### src/rtl/sump_cmd_parser.sv
module sump_cmd_parser #(
  parameter int CHANNELS     = 64,
  parameter int TIMEOUT_CLKS = 1000
) (
  input  logic                clk,
  input  logic                rst,
  input  logic                rx_valid,
  input  logic [7:0]          rx_byte,
  output logic                cmd_valid,
  output logic [7:0]          cmd_opcode,
  output logic [CHANNELS-1:0] cmd_payload,
  output logic [CHANNELS-1:0] trig_mask,
  output logic [CHANNELS-1:0] trig_value
);

  localparam int PAY_BYTES = CHANNELS / 8;
  localparam int CNT_W     = $clog2(PAY_BYTES + 1);
  localparam int GAP_W     = $clog2(TIMEOUT_CLKS + 1);
  localparam logic [7:0] OP_MASK  = 8'hC0;
  localparam logic [7:0] OP_VALUE = 8'hC1;
  localparam logic [CNT_W-1:0] LAST_IDX  = CNT_W'(PAY_BYTES - 1);
  localparam logic [GAP_W-1:0] GAP_LIMIT = GAP_W'(TIMEOUT_CLKS - 1);

  logic                busy;
  logic [7:0]          op_q;
  logic [CNT_W-1:0]    idx;
  logic [GAP_W-1:0]    gap;
  logic [CHANNELS-1:0] shreg;

  wire take_op  = rx_valid && !busy;
  wire take_pay = rx_valid && busy;
  wire last_pay = take_pay && (idx == LAST_IDX);
  wire expire   = busy && !rx_valid && (gap == GAP_LIMIT);
  wire [CHANNELS-1:0] next_word = {rx_byte, shreg[CHANNELS-1:8]};

  always_ff @(posedge clk) begin
    if (rst) begin
      busy        <= 1'b0;
      op_q        <= '0;
      idx         <= '0;
      gap         <= '0;
      shreg       <= '0;
      cmd_valid   <= 1'b0;
      cmd_opcode  <= '0;
      cmd_payload <= '0;
      trig_mask   <= '0;
      trig_value  <= '0;
    end else begin
      cmd_valid <= 1'b0;
      if (take_op) begin
        op_q <= rx_byte;
        idx  <= '0;
        gap  <= '0;
        if (rx_byte[7]) begin
          busy <= 1'b1;
        end else begin
          cmd_valid   <= 1'b1;
          cmd_opcode  <= rx_byte;
          cmd_payload <= '0;
        end
      end else if (take_pay) begin
        shreg <= next_word;
        idx   <= idx + 1'b1;
        gap   <= '0;
        if (last_pay) begin
          busy        <= 1'b0;
          cmd_valid   <= 1'b1;
          cmd_opcode  <= op_q;
          cmd_payload <= next_word;
          if (op_q == OP_MASK)  trig_mask  <= next_word;
          if (op_q == OP_VALUE) trig_value <= next_word;
        end
      end else if (expire) begin
        busy <= 1'b0;
        gap  <= '0;
      end else if (busy) begin
        gap <= gap + 1'b1;
      end
    end
  end

  logic r_seen = 1'b0;
  logic past_ok = 1'b0;
  always_ff @(posedge clk) begin
    if (rst) r_seen <= 1'b1;
    past_ok <= r_seen;
  end


  short_strobe_chk: assert property (@(posedge clk) disable iff (rst || !past_ok)
    (take_op && !rx_byte[7]) |=> (cmd_valid && cmd_opcode == $past(rx_byte) && cmd_payload == '0));


  hold_outputs_chk: assert property (@(posedge clk) disable iff (rst || !past_ok)
    !cmd_valid |-> ($stable(cmd_opcode) && $stable(cmd_payload)));


  mask_src_chk: assert property (@(posedge clk) disable iff (rst || !past_ok)
    !$stable(trig_mask) |-> (cmd_valid && cmd_opcode == OP_MASK));


  value_src_chk: assert property (@(posedge clk) disable iff (rst || !past_ok)
    !$stable(trig_value) |-> (cmd_valid && cmd_opcode == OP_VALUE));


  long_end_chk: assert property (@(posedge clk) disable iff (rst || !past_ok)
    (cmd_valid && cmd_opcode[7]) |-> ($past(rx_valid) && $past(busy) && !busy));


  gap_bound_chk: assert property (@(posedge clk) disable iff (rst || !past_ok)
    busy |-> (gap <= GAP_LIMIT));

endmodule

### config.mk
export PLATFORM = sky130hd
export DESIGN_NAME = sump_cmd_parser
export DESIGN_NICKNAME = d
export VERILOG_FILES = /design/src/rtl/sump_cmd_parser.sv
export SDC_FILE = /design/constraint.sdc
export NUM_CORES = 1
export LEC_CHECK = 0
export ABC_CLOCK_PERIOD_IN_PS = 1700
export BUFFER_PORTS_ARGS = -buffer_cell sky130_fd_sc_hd__buf_4
export CORE_MARGIN = 4
export CORE_UTILIZATION = 50
export DETAILED_ROUTE_END_ITERATION = 8
export PLACE_DENSITY_LB_ADDON = 0.08
export SLEW_MARGIN = 20
export SYNTH_ARGS = -nofsm -noshare
export SYNTH_HDL_FRONTEND = slang
export SYNTH_SLANG_ARGS = --single-unit
### constraint.sdc
create_clock -name clk -period 1.7 [get_ports clk]
set_input_delay 0.17 -clock clk [delete_from_list [all_inputs] [get_ports clk]]
set_output_delay 0.17 -clock clk [all_outputs]
set_load 0.005 [all_outputs]
# Word-level counts from Yosys, hierarchy flattened
# Index checks and enable logic that the tools add are counted.
[classes] addsub=2 eq_ne=7 n_mux=17 bitwise_logic=1 n_reduce_logical=17
[ops] op="64-bit 2-to-1 mux" count=4
[ops] op="8-bit 2-to-1 mux" count=4
[ops] op="8-bit == test (second input constant)" count=2
[ops] op="10-bit by 1-bit adder with 10-bit output (second input constant)" count=1
[ops] op="10-bit == test (second input constant)" count=1
[ops] op="1-bit 2-to-1 mux" count=9
[ops] op="4-bit AND reduction" count=2
[ops] op="3-bit AND reduction" count=2
[ops] op="1-bit logical AND" count=5
[ops] op="4-bit by 1-bit adder with 4-bit output (second input constant)" count=1
[ops] op="4-bit by 3-bit == test with 1-bit output (second input constant)" count=1
[ops] op="2-bit inequality test (second input constant)" count=2
[ops] op="2-bit nonzero test" count=2
[ops] op="4-bit OR reduction" count=1
[ops] op="3-bit by 2-bit inequality test with 1-bit output (second input constant)" count=1
[ops] op="3-bit nonzero test" count=1
[ops] op="1-bit logical NOT" count=2
[ops] op="2-bit AND reduction" count=1
[ops] op="2-bit OR reduction" count=1
[ops] op="1-bit inverter" count=1
[word_totals] regBits=288 in_bits=11 out_inout_bits=201 elab_cells=54

# Depth between registers and ports, before layout
[depth] ltp_word=6 ltp_mapped=7 depth_no_buf=4

# Least setup slack after synthesis
# No wires, ideal clock.
[synth_path] kind="flip-flop to flip-flop" from="register idx[0]" to="register trig_mask[34]" arrival_time_ps=1477 path_slack_ps=151 path_stages_with_launch=8 n_path_buf=3 cell_sequence="dfxtp_1 > ha_1 > and3b_1 > buf_4 > and4_4 > buf_8 > buf_12 > mux2i_1"
[synth_via] elab_chain_len=3
[synth_lines] element="from (decl)" line_no="26" source="logic [CNT_W-1:0] idx;"
[synth_lines] element="from (signal assigned)" line_no="63" source="idx <= idx + 1'b1;"
[synth_lines] element="4-bit by 3-bit == test with 1-bit output" line_no="32" source="wire last_pay = take_pay && (idx == LAST_IDX);"
[synth_lines] element="1-bit logical AND" line_no="32"
[synth_lines] element="4-bit AND reduction (no line)"
[synth_lines] element="to (signal assigned)" line_no="70" source="if (op_q == OP_MASK) trig_mask <= next_word;"
[synth_lines] element="to (decl)" line_no="12" source="output logic [CHANNELS-1:0] trig_mask,"
# Every way passes these cells.
# A chain may end at the register's enable or synchronous reset.

# Worst setup path after layout
[layout_path] from="register idx[1]" to="register trig_mask[16]"
# Same word-level chain as after synthesis.

==> run summary <==
========================================================================================
Status ....................................................................    completed
Synth Area per Inst .......................................................     9.76 µm²
Sequential element share of the synthesized area ..........................        54.4%
Worst Min Path Start ......................................................          rst
Clk root buf .............................................................. sky130_fd_sc_hd__clkbuf_16
Final total power .........................................................     0.0140 W
Worst slew margin relative to its limit ...................................        68.6%
CTS tree ..................................................................          yes
Maximum level of the CTS H-tree ...........................................            1
Number of enable-type register cells in the synthesized netlist ...........            0
Setup-violating endpoint count in the final report ........................            0
Clock latency of the later-clocked register in the worst-skew pair ........       540 ps
Number of detailed-route iterations in the first pass .....................            5
Portion of the clock cycle consumed by the worst path in the final layout .        95.6%
Die area ..................................................................   0.0230 mm²
Commonest non-fill, non-tap cell in the layout ............................ sky130_fd_sc_hd__nand2_1
Syn Std Cell Area .........................................................   0.0103 mm²
Multi-input combinational cell area .......................................  0.00409 mm²
CP Data Required Time .....................................................      2160 ps
Critical Path Start Type ..................................................         flop
Max frequency .............................................................      615 MHz
Path type of the worst min-delay path ..................................... input port to flop
FFs w/ async S/R, synth ...................................................           0%
Commonest cells after routing, fill and taps aside ........................ sky130_fd_sc_hd__nand2_1 (310), sky130_fd_sc_hd__dfxtp_1 (280), sky130_fd_sc_hd__buf_4 (230)
I/O pin count .............................................................          212
Max Cap Viol ..............................................................            0
Final max-slew violation count ............................................            0
R2r setup slk .............................................................        70 ps
Ant diodes ................................................................            0
Fraction of layout instances using a drive strength above 1 ...............        24.5%
Horizontal die dimension ..................................................       152 µm
Largest vdd supply drop ...................................................     0.875 mV
Dominant synthesized flop cell ............................................ sky130_fd_sc_hd__dfxtp_1
Via density per instance ..................................................         5.22
Total global routing track utilization ....................................        21.8%
Startpoint of the most critical register-to-register path ................. idx[1]$_SDFFE_PP0P_
Cell Rows .................................................................           52
Pre-CTS setup slack .......................................................      23.6 ps
Maximum fanout along the worst path .......................................           17
FF+latch area .............................................................  0.00561 mm²
Synthesized Nets ..........................................................         1069
Clock-pin slew on the worst setup and hold paths ..........................        70 ps
Shortest clock period the worst path allows after layout ..................      1630 ps
Path type of the worst setup path ......................................... flop to flop
DRC viols .................................................................            0
Number of synthesized register bits .......................................          280
Leakage power .............................................................      5.58 nW
Final WL ..................................................................     26100 µm
Reg-to-reg critical path endpoint ......................................... trig_mask[16]$_SDFFE_PP0P_
Worst path arrival time ...................................................      2080 ps
Total vias in the final route .............................................         8124
Via count of the first global-routing pass ................................         7672
Nets ......................................................................         1275
Port bufs .................................................................          211
Maximum number of pins on one net before global-route repair ..............           75
Kind of capture point of the worst setup path .............................         flop
Destination of the worst hold path ........................................ shreg[13]$_SDFFE_PP0P_
Instance count along the most critical hold path ..........................            3
Antenna violations before repair ..........................................            0
Clk buf depth .............................................................            3
Y dimension of the die ....................................................       152 µm
Power density cells .......................................................  1050 mW/mm²
Count of final hold-check violations ......................................            0
Synthesis Warnings ........................................................            0
Area of the core ..........................................................   0.0202 mm²
Area overhead of the layout relative to synthesis .........................        29.7%
Minimum setup slack in the final design ...................................      74.9 ps
Final Instance Area .......................................................   0.0134 mm²
ANT nets after route ......................................................            0
Measured slew at the worst slew-check pin .................................       470 ps
TritonCTS buffer count ....................................................           29
Final GP Congestion .......................................................        0.775
CTS sink cnt ..............................................................          280
Post-DP HPWL ..............................................................     17200 µm
Fillers ...................................................................         1733
Sum of overflow across all layers after global routing ....................            0
Initial Util ..............................................................        50.9%
Clock skew after layout ...................................................      11.4 ps
Number of DRC markers after the initial detailed-route iteration ..........          431
Cell area reported after detailed placement ...............................   0.0122 mm²
Count of different cell masters after synthesis ...........................           49
Global-route wire length before repair ....................................     40900 µm
Detailed-route wire length per cell .......................................      16.8 µm
Worst Reg-to-Reg Cells ....................................................            5
Count of mapped cells out of synthesis ....................................         1056
========================================================================================
[layer usage]
metal,track usage [%],vias up,part of all wire (%)
li1,-,4007,-
met1,30.4,3850,45
met2,35.5,230,47
met3,3.48,37,6.2
met4,5.66,0,1.9
met5,0,-,0
[worst max path at each step]
stage / start / cells past startpoint / endpoint / slack, ps
2_1_floorplan: idx[0]$_SDFFE_PP0P_ / 7 / trig_mask[34]$_SDFFE_PP0P_ / 150
3_3_place_gp: idx[1]$_SDFFE_PP0P_ / 6 / trig_value[40]$_SDFFE_PP0P_ / 80
3_5_place_dp: idx[1]$_SDFFE_PP0P_ / 6 / trig_value[42]$_SDFFE_PP0P_ / 20
4_1_cts: idx[0]$_SDFFE_PP0P_ / 6 / trig_value[4]$_SDFFE_PP0P_ / 40
5_1_grt: idx[1]$_SDFFE_PP0P_ / 6 / trig_value[26]$_SDFFE_PP0P_ / -20
6_report: idx[1]$_SDFFE_PP0P_ / 5 / trig_mask[16]$_SDFFE_PP0P_ / 70
[per-stage QoR]
stage               std cells  utilization (%)  hold WS [ps]  setup TNS (ps)
floorplan                1056                -           303               0
global placement         1490             60.1           443               0
detailed placement       1490             60.1           449               0
CTS                      1554             65.8          43.6               0
global route             1555             66.1          69.9           -69.7
finish                   1555             66.1          56.9               0
[flip-flops by register name, indices dropped and copies added (netlist names)]
| name | cells |
|---|---|
| busy | 1 |
| cmd_opcode | 8 |
| cmd_payload | 64 |
| cmd_valid | 1 |
| gap | 10 |
| idx | 4 |
| op_q | 8 |
| shreg | 56 |
| trig_mask | 64 |
| trig_value | 64 |
[worst max-delay path, stage by stage, from the launching register on]
cell and delay, ps:
sky130_fd_sc_hd__dfxtp_1 350, sky130_fd_sc_hd__ha_1 210, sky130_fd_sc_hd__and3b_2 260, sky130_fd_sc_hd__and4_4 290, sky130_fd_sc_hd__buf_12 190, sky130_fd_sc_hd__mux2i_1 220
[Yosys cell counts, types with 5 or more instances]
cell,instances,share of area (%)
sky130_fd_sc_hd__nand4_1,6,0.36
sky130_fd_sc_hd__clkbuf_1,40,1.5
sky130_fd_sc_hd__nand3_1,5,0.24
sky130_fd_sc_hd__nor2_1,17,0.62
sky130_fd_sc_hd__inv_1,34,1.2
sky130_fd_sc_hd__a22o_1,32,2.7
sky130_fd_sc_hd__buf_12,6,1.2
sky130_fd_sc_hd__o2111ai_1,7,0.59
sky130_fd_sc_hd__dfxtp_1,280,54
sky130_fd_sc_hd__buf_4,6,0.44
sky130_fd_sc_hd__a21oi_1,63,3.1
sky130_fd_sc_hd__o32ai_1,32,2.7
sky130_fd_sc_hd__mux2i_1,138,13
sky130_fd_sc_hd__buf_6,9,0.98
sky130_fd_sc_hd__nand2_1,311,11
sky130_fd_sc_hd__o31ai_1,10,0.73
sky130_fd_sc_hd__buf_2,16,0.78
sky130_fd_sc_hd__o21ai_0,5,0.24
[power breakdown]
group | switching, W | internal [W] | total (W)
combinational | 0.000308 | 0.000147 | 0.000455
clock | 0.00261 | 0.00430 | 0.00691
sequential | 0.0000252 | 0.00659 | 0.00662
[cell type report]
type	count	share of cell area, %
Inverter	34	0.992
Clock inverter	16	1.79
Clock buffer	38	6.13
Timing Repair Buffer	255	16.1
Tap cell	270	2.53
Sequential cell	280	41.9
Multi-Input combinational cell	662	30.6
[logic make-up after synthesis]
kind of cell    count (synthesis)  share of synthesized area [%]
simple gates                  360                           14.3
flops                         280                           54.4
compound gates                157                           11.0
mux                           139                           13.5
buf+inv                       114                           6.28
xor+xnor                        4                          0.340
fa+ha+maj                       2                          0.243
[repair_timing]
item | CTS | global route
hold endpoints to repair | 39 | 0
buffers inserted | 1 | 0
setup endpoints to repair | 1 | 56
cloned | 0 | 1
hold buffers | 9 | 0
resized for setup | 0 | 4
pin swaps | 1 | 1
Note: power is estimated with default switching activity, not from simulation.
